<file path="src/rtl/irq_clrpend_pkg.sv">
`timescale 1ns/1ps
package irq_clrpend_pkg;
  localparam int unsigned WORD_W   = 32;
  localparam int unsigned ADDR_W   = 12;
  localparam logic [ADDR_W-1:0] BANK_BASE = 12'h280;
  localparam int unsigned SGI_LAST = 15;
endpackage

</file>
<file path="src/rtl/irq_pend_cell.sv">
`timescale 1ns/1ps
module irq_pend_cell (
  input  logic clk,
  input  logic rst_n,
  input  logic line,
  input  logic is_level,
  input  logic sw_set,
  input  logic clr,
  input  logic act_set,
  input  logic act_clr,
  output logic pending,
  output logic active
);
  logic prev_q, latch_q, act_q;
  logic rise;

  // edges only latch for edge-configured inputs
  assign rise = line & ~prev_q & ~is_level;

  always_ff @(posedge clk or negedge rst_n) begin
    if (!rst_n) begin
      prev_q  <= 1'b0;
      latch_q <= 1'b0;
      act_q   <= 1'b0;
    end else begin
      prev_q  <= line;
      // a new edge or set-pulse wins over a clear in the same cycle
      latch_q <= (latch_q & ~clr) | rise | sw_set;
      if (act_set)      act_q <= 1'b1;
      else if (act_clr) act_q <= 1'b0;
    end
  end

  assign pending = latch_q | (is_level & line);
  assign active  = act_q;
endmodule

</file>
<file path="src/rtl/irq_addr_decode.sv">
`timescale 1ns/1ps
module irq_addr_decode
  import irq_clrpend_pkg::*;
#(
  parameter int unsigned NREG  = 2,
  parameter int unsigned IDX_W = 1
) (
  input  logic [ADDR_W-1:0] addr,
  output logic              hit,
  output logic [IDX_W-1:0]  idx
);
  logic [ADDR_W-1:0] offset;
  logic [ADDR_W-3:0] word;

  assign offset = addr - BANK_BASE;
  assign word   = offset[ADDR_W-1:2];
  assign hit    = (addr >= BANK_BASE) && (offset[1:0] == 2'b00) &&
                  (int'(word) < int'(NREG));
  assign idx    = word[IDX_W-1:0];
endmodule

</file>
<file path="src/rtl/irq_clrpend_bank.sv">
`timescale 1ns/1ps
module irq_clrpend_bank
  import irq_clrpend_pkg::*;
#(
  parameter int unsigned CFG_LINES = 1,
  parameter int unsigned NUM_IRQ   = 56,
  localparam int unsigned NREG     = CFG_LINES + 1,
  localparam int unsigned N        = NREG * WORD_W,
  localparam int unsigned IDX_W    = (NREG > 1) ? $clog2(NREG) : 1
) (
  input  logic              clk,
  input  logic              rst_n,
  input  logic [N-1:0]      irq_line,
  input  logic [N-1:0]      irq_level,
  input  logic [N-1:0]      sw_set,
  input  logic [N-1:0]      act_set,
  input  logic [N-1:0]      act_clr,
  input  logic [N-1:0]      grp_secure,
  input  logic [N-1:0]      ns_grant,
  input  logic              sec_en,
  input  logic              req_valid,
  output logic              req_ready,
  input  logic              req_write,
  input  logic [ADDR_W-1:0] req_addr,
  input  logic [WORD_W-1:0] req_wdata,
  input  logic              req_secure,
  output logic              rsp_valid,
  input  logic              rsp_ready,
  output logic [WORD_W-1:0] rsp_rdata,
  output logic [N-1:0]      pending,
  output logic [N-1:0]      active
);
  logic             dec_hit;
  logic [IDX_W-1:0] dec_idx;
  logic             acc, wr_fire;
  logic [N-1:0]     allow, clr, vis;
  logic [WORD_W-1:0] rd_word;

  irq_addr_decode #(.NREG(NREG), .IDX_W(IDX_W)) u_dec (
    .addr(req_addr), .hit(dec_hit), .idx(dec_idx)
  );

  assign req_ready = ~rsp_valid | rsp_ready;
  assign acc       = req_valid & req_ready;
  assign wr_fire   = acc & req_write & dec_hit;

  for (genvar i = 0; i < N; i++) begin : g_slot
    localparam int unsigned RIDX = i / WORD_W;
    localparam int unsigned BIT  = i % WORD_W;
    localparam bit WRITABLE      = (i > SGI_LAST);

    assign allow[i] = ~sec_en | req_secure | ~grp_secure[i] | ns_grant[i];
    assign clr[i]   = wr_fire & (dec_idx == IDX_W'(RIDX)) & req_wdata[BIT] &
                      allow[i] & WRITABLE;

    if (i < NUM_IRQ) begin : g_impl
      irq_pend_cell u_cell (
        .clk(clk), .rst_n(rst_n), .line(irq_line[i]), .is_level(irq_level[i]),
        .sw_set(sw_set[i]), .clr(clr[i]), .act_set(act_set[i]),
        .act_clr(act_clr[i]), .pending(pending[i]), .active(active[i])
      );
    end else begin : g_void
      assign pending[i] = 1'b0;
      assign active[i]  = 1'b0;
    end
  end

  assign vis = pending & allow;

  always_comb begin
    rd_word = '0;
    for (int r = 0; r < int'(NREG); r++)
      if (dec_idx == IDX_W'(r)) rd_word = vis[r*WORD_W +: WORD_W];
  end

  always_ff @(posedge clk or negedge rst_n) begin
    if (!rst_n) begin
      rsp_valid <= 1'b0;
      rsp_rdata <= '0;
    end else if (acc) begin
      rsp_valid <= 1'b1;
      rsp_rdata <= (!req_write && dec_hit) ? rd_word : '0;
    end else if (rsp_ready) begin
      rsp_valid <= 1'b0;
    end
  end
endmodule

</file>
<file path="config.mk">
export PLATFORM = sky130hd
export DESIGN_NAME = irq_clrpend_bank
export DESIGN_NICKNAME = d
export VERILOG_FILES = /design/src/rtl/irq_clrpend_pkg.sv /design/src/rtl/irq_pend_cell.sv /design/src/rtl/irq_addr_decode.sv /design/src/rtl/irq_clrpend_bank.sv
export SDC_FILE = /design/constraint.sdc
export NUM_CORES = 1
export LEC_CHECK = 0
export BUFFER_PORTS_ARGS = -buffer_cell sky130_fd_sc_hd__buf_2
export CAP_MARGIN = 20
export CORE_AREA = 2 2 261 263
export CTS_BUF_LIST = sky130_fd_sc_hd__clkbuf_4 sky130_fd_sc_hd__clkbuf_8
export DETAILED_ROUTE_END_ITERATION = 10
export DIE_AREA = 0 0 263 265
export PLACE_DENSITY_LB_ADDON = 0.12
export RECOVER_POWER = 100
export SYNTH_ARGS = -nofsm -noshare
export SYNTH_HDL_FRONTEND = slang
export SYNTH_SLANG_ARGS = --single-unit
</file>
<file path="constraint.sdc">
create_clock -name clk -period 2.7 [get_ports clk]
set_clock_uncertainty 0.1 [all_clocks]
set_input_delay 0.27 -clock clk [delete_from_list [all_inputs] [get_ports clk]]
set_output_delay 0.27 -clock clk [all_outputs]
set_load 0.05 [all_outputs]
</file>
[After elaboration in Yosys (flattened, before gate mapping)]
Cells that the tools add are included.
Storage, ports and cells
  output and inout port bits: 162
  register bits: 201
  word-level logic and storage cells: 1162
  bits of input ports: 499
Cells by class
  muxes and demuxes: 116
  order comparisons: 2
  add/sub/neg operators: 1
  bitwise operators: 811
  reduce and logical (&&, ||, !) cells: 62
Operator list (number)
  $or 1x1->1: 298
  $and 1x1->1: 293
  $not 1->1: 219
  $mux 1: 114
  $reduce_bool 2->1: 57
  $and 56x64->64: 1
  $mux 32: 2
  $ge 12x10->1 const B: 1
  $sub 12x10->12 const B: 1
  $lt 10x2->1 const B: 1
  $logic_and 1x1->1: 3
  $logic_not 2->1: 1
  $logic_not 1->1: 1

[Longest topological paths before layout]
  depth in word-level cells: 12
  mapped depth: 7
  gate-level depth less buffers: 6

[Modules after synthesis]
From an unflattened synthesis, not the netlist that was laid out.
Unflattened totals
  cell total of the unflattened synthesis: 810
  area total of the unflattened synthesis: 9517.9 um^2
Modules (own cells, without submodules)
  irq_pend_cell: area each 115.1 um^2, seq. area each 75.1 um^2, times used 56, cells an instance 9
  irq_clrpend_bank: area each 2995.4 um^2, seq. area each 825.8 um^2, times used 1, cells an instance 296
  irq_addr_decode: area each 76.3 um^2, seq. area each 0.0 um^2, times used 1, cells an instance 10

[Least setup slack after synthesis]
Ideal clock, no wire load.
  path type: register -> register
  from: register rsp_valid
  to: register g_slot[46].g_impl.u_cell.latch_q
  data required time: 2.476 ns
  arrival time: 2.298 ns
  clock period less this slack: 2.522 ns
  setup slack: 0.178 ns
  path buffers: 1
  stages on the path, launching flop included: 6
  cells stage by stage: dfrtp_1 nand2b_1 nand3_1 clkbuf_1 a2111o_1 a211o_1
Between the ends
  cells in the longest elaborated chain, start to end: 12
RTL lines
  from (decl): line irq_clrpend_bank.sv:27  | output logic rsp_valid,
  from (signal assigned): line irq_clrpend_bank.sv:78  | rsp_valid <= 1'b0;
  from (signal assigned): line irq_clrpend_bank.sv:81  | rsp_valid <= 1'b1;
  from (signal assigned): line irq_clrpend_bank.sv:84  | rsp_valid <= 1'b0;
  $not 1->1: line irq_clrpend_bank.sv:43  | assign req_ready = ~rsp_valid | rsp_ready;
  $or 1x1->1: line irq_clrpend_bank.sv:43
  via req_ready: line irq_clrpend_bank.sv:22  | output logic req_ready,
  $and 1x1->1: line irq_clrpend_bank.sv:44  | assign acc = req_valid & req_ready;
  $and 1x1->1 (2 in a row): line irq_clrpend_bank.sv:45  | assign wr_fire = acc & req_write & dec_hit;
  $and 1x1->1 (3 in a row): line irq_clrpend_bank.sv:53  | assign clr[i] = wr_fire & (dec_idx == IDX_W'(RIDX)) & req_wdata[BIT] &
  $not 1->1: line irq_pend_cell.sv:28  | latch_q <= (latch_q & ~clr) | rise | sw_set;
  $and 1x1->1: line irq_pend_cell.sv:28
  $or 1x1->1 (2 in a row): line irq_pend_cell.sv:28
  to (signal assigned): line irq_pend_cell.sv:28
  to (decl): line irq_pend_cell.sv:14  | logic prev_q, latch_q, act_q;
The timed path passes the listed nets, and every way through them passes these cells.
A chain may end at the register's enable or synchronous reset.

[Worst setup path after layout]
  from: input req_addr[2]
  to: register g_slot[47].g_impl.u_cell.latch_q
Between the ends
  cells in the longest elaborated chain, start to end: 11
  elaborated cells on any way between the ends: 13
  those cells by class: 1 x add/sub; 2 x order compare; 8 x bitwise; 2 x reduce/logical
RTL lines
  from (decl): line irq_clrpend_bank.sv:24  | input logic [ADDR_W-1:0] req_addr,
  $sub 12x10->12 or $ge 12x10->1 (tied branches): line irq_addr_decode.sv:15, irq_addr_decode.sv:17
  $lt 10x2->1 or $logic_and 1x1->1 (tied branches): line irq_addr_decode.sv:18, irq_addr_decode.sv:17
  $logic_and 1x1->1: line irq_addr_decode.sv:17  | assign hit = (addr >= BANK_BASE) && (offset[1:0] == 2'b00) &&
  $and 1x1->1: line irq_clrpend_bank.sv:45
  $and 1x1->1 (*) (3 in a row): line irq_clrpend_bank.sv:53
  $not 1->1 (*): line irq_pend_cell.sv:28
  $and 1x1->1 (*): line irq_pend_cell.sv:28
  $or 1x1->1 (*) (2 in a row): line irq_pend_cell.sv:28
  to (signal assigned): line irq_pend_cell.sv:28
  to (decl): line irq_pend_cell.sv:14
Mark *: on every way between the ends. The rest lies on a longest branch, timed or not.

==> results.md <==
- Max Root-Sink Buffers: 3
- Area growth from synthesis to layout: 72.5%
- Reg clk slew, reported paths: 0.06 ns
- Final net count: 2301
- DPL Wire Length: 37.3 mm
- CTS Root Cell: clkbuf_8
- Worst rel slew slack: -17.6%
- WL/cell: 18.4 um
- Vias per Instance: 3.88
- Die width: 263 um
- Clock Sinks: 201
- IO Pins: 661
- Vias in the first global route: 11600
- Final Setup Violations: 0
- Fill count: 7386
- Max IR drop VDD: 0.000281 V
- Count leader, synth: dfrtp_1
- Final global-route overflow total: 0
- Initial antenna violation count: 14
- Yosys reg bits: 201
- Worst-path maximum fanout: 23
- Max Transition Viols Final: 58
- Chip height: 265 um
- Starting density of the core: 15.2%
- Dpl cells: 2285
- Fin crit period: 2.55 ns
- Ranking of synthesized cells by area: dfrtp_1, buf_4, a21o_1, nor3b_1, a2111o_1
- Gate Count Post-Synth: 940
- Ys async rst share: 100%
- Largest net degree at the start of global routing: 60
- Clock Latency Late Sink: 0.60 ns
- Total number of vias: 10500
- Pwr per Cell Area: 471 nW/um2
- Htree depth: 2
- Synthesized area: 10100 um2
- Postcts setup bufs: 0
- Status: finished, violations left
- Worst hold path class: input port to register
- Leakage power: 7.44 nW
- Failing checks: max-capacitance violations, max-slew violations
- CP required: 3.12 ns
- Post-synth EDFFs: 0
- GP Congestion: 0.817
- Layout cells sized above 1: 27.3%
- Fin Setup TNS: 0 ns
- Num CTS Buffers: 43
- Pre-antenna DRT Iters: 5
- Worst slack, placed: 0.228 ns
- Critical path class: input port to register
- Setup ws final: 0.153 ns
- Total GRT Usage: 14.0%
- Post-route ant nets: 0
- Arr. time, crit path: 2.97 ns
- DRC: 0
- Global-route wire length before repair: 72.8 mm
- MaxCap Viol Count: 1
- Distinct cells, synth: 42
- Crit end category: register
- Most used DFF post-synth: dfrtp_1
- Initial drt markers: 309
- Register area share after synthesis: 49.7%
- Instance area at placement: 13400 um2
- Row count: 95
- CTS tree: built
- Synth cell count leaders: dfrtp_1, buf_4, a21o_1, inv_1, nand2_1
- Yosys top cell area share: 49.7%
- Slew @ Worst Pin: 1.76 ns
- Core Area: 66800 um2
- Final instance area: 17500 um2
- I/O Buffers: 588
- Full die area: 69700 um2
- RSZ-0062 raised after global routing: false
- Average cell area after synthesis: 10.8 um2
- Routed WL: 49.9 mm
- Final Hold Viols: 0
- Yosys top cell by area: dfrtp_1
- Max frequency: 393 MHz
- Final Non-Filler Cells: 2708
- Part of the cycle the worst path needs: 94.3%
- Ys Warns: 0
- Startpoint types: input port
-- sequential cells by signal, summed over array words and instances (netlist names) --
name / cells
g_slot.g_impl.u_cell.active: 56
rsp_valid: 1
rsp_rdata: 32
g_slot.g_impl.u_cell.latch_q: 56
g_slot.g_impl.u_cell.prev_q: 56
-- placed cells by master, fill, tap and decap left out, types with 40 or more instances in the layout --
| cell | count |
|---|---|
| a21o_1 | 104 |
| buf_2 | 385 |
| clkbuf_1 | 203 |
| clkbuf_8 | 55 |
| dfrtp_1 | 201 |
| dlygate4sd3_1 | 343 |
| inv_1 | 83 |
| nand2_1 | 58 |
| nor3b_1 | 55 |
| o21ai_0 | 40 |
-- worst paths after layout --
kind / startpoint / to / slack (ns) / cells after the start
worst max-delay path: req_addr[2] / g_slot[47].g_impl.u_cell.latch_q$_DFF_PN0_ / 0.15 / 7
worst min-delay path: ns_grant[48] / rsp_rdata[16]$_DFFE_PN0P_ / 0.08 / 4
worst max register to register: rsp_valid$_DFFE_PN0P_ / g_slot[47].g_impl.u_cell.latch_q$_DFF_PN0_ / 0.21 / 6
worst min register to register: rsp_rdata[4]$_DFFE_PN0P_ / rsp_rdata[4]$_DFFE_PN0P_ / 0.38 / 2
max in group asynchronous: rst_n / g_slot[2].g_impl.u_cell.active$_DFFE_PN0P_ / 0.59 / 3
min in group asynchronous: rst_n / g_slot[8].g_impl.u_cell.active$_DFFE_PN0P_ / 0.61 / 2
-- critical path, stage by stage --
cell	delay [ns]
clkbuf_2	0.36
nor2b_1	0.12
o311ai_2	0.56
buf_2	0.68
a2111o_1	0.26
a211o_1	0.12
dlygate4sd3_1	0.55
-- per-stage QoR --
| stage | hold WS [ns] | total power [W] | utilization (%) |
|---|---|---|---|
| 3_3_place_gp | 0.168 | 0.00438 | 20.1 |
| 6_report | 0.0819 | 0.00823 | 26.2 |
| 2_1_floorplan | -0.126 | 0.00381 | - |
| 4_1_cts | 0.00189 | 0.00853 | 26.6 |
| 3_5_place_dp | 0.173 | 0.00438 | 20.1 |
| 5_1_grt | 0.0668 | 0.00869 | 26.1 |
-- what timing repair did --
item | CTS | global route
endpoints found under the hold margin | 398 | 0
gates resized for setup | 0 | 1
endpoints found under the setup margin | 0 | 1
hold buffers | 343 | 0
-- report_power, final --
| group | internal (W) | leakage (nW) | switching (W) |
|---|---|---|---|
| Sequential | 0.00312 | 2.20 | 0.0000435 |
| Combinational | 0.000682 | 4.75 | 0.000788 |
| Clock | 0.00210 | 0.487 | 0.00150 |
-- final cells by class --
cell class	instances	area [um2]	share of cell area, %
well taps	873	1090	6.25
inverters	84	315	1.80
repair buffers	961	6380	36.5
diodes	6	15.0	0.0859
clock buffers	69	862	4.93
multi-input cells	509	3720	21.3
clock inverters	5	56.3	0.322
flip-flops and latches	201	5030	28.8
-- kinds of logic (layout without fill, tap and decap cells) --
logic type,Yosys count,in the layout,share of synthesized area [%]
adder cells (fa/ha/maj),2,2,0.247
buffers and inverters,245,1119,14.3
other,1,22,0.0370
AO/OA/AOI/OAI,285,285,22.4
flip-flops,201,201,49.7
AND/OR/NAND/NOR,206,206,13.3
-- metal layers --
metal | GRT usage, % | wire, um | part of all wire, % | up-vias
met5 | 0 | 110 | 0.22 | -
met4 | 3.91 | 1040 | 2.1 | 16
met3 | 3.70 | 3190 | 6.4 | 88
met2 | 24.5 | 24700 | 50 | 384
met1 | 16.8 | 20800 | 42 | 5040
li1 | - | - | - | 4989
(Power assumes the default switching activity.)
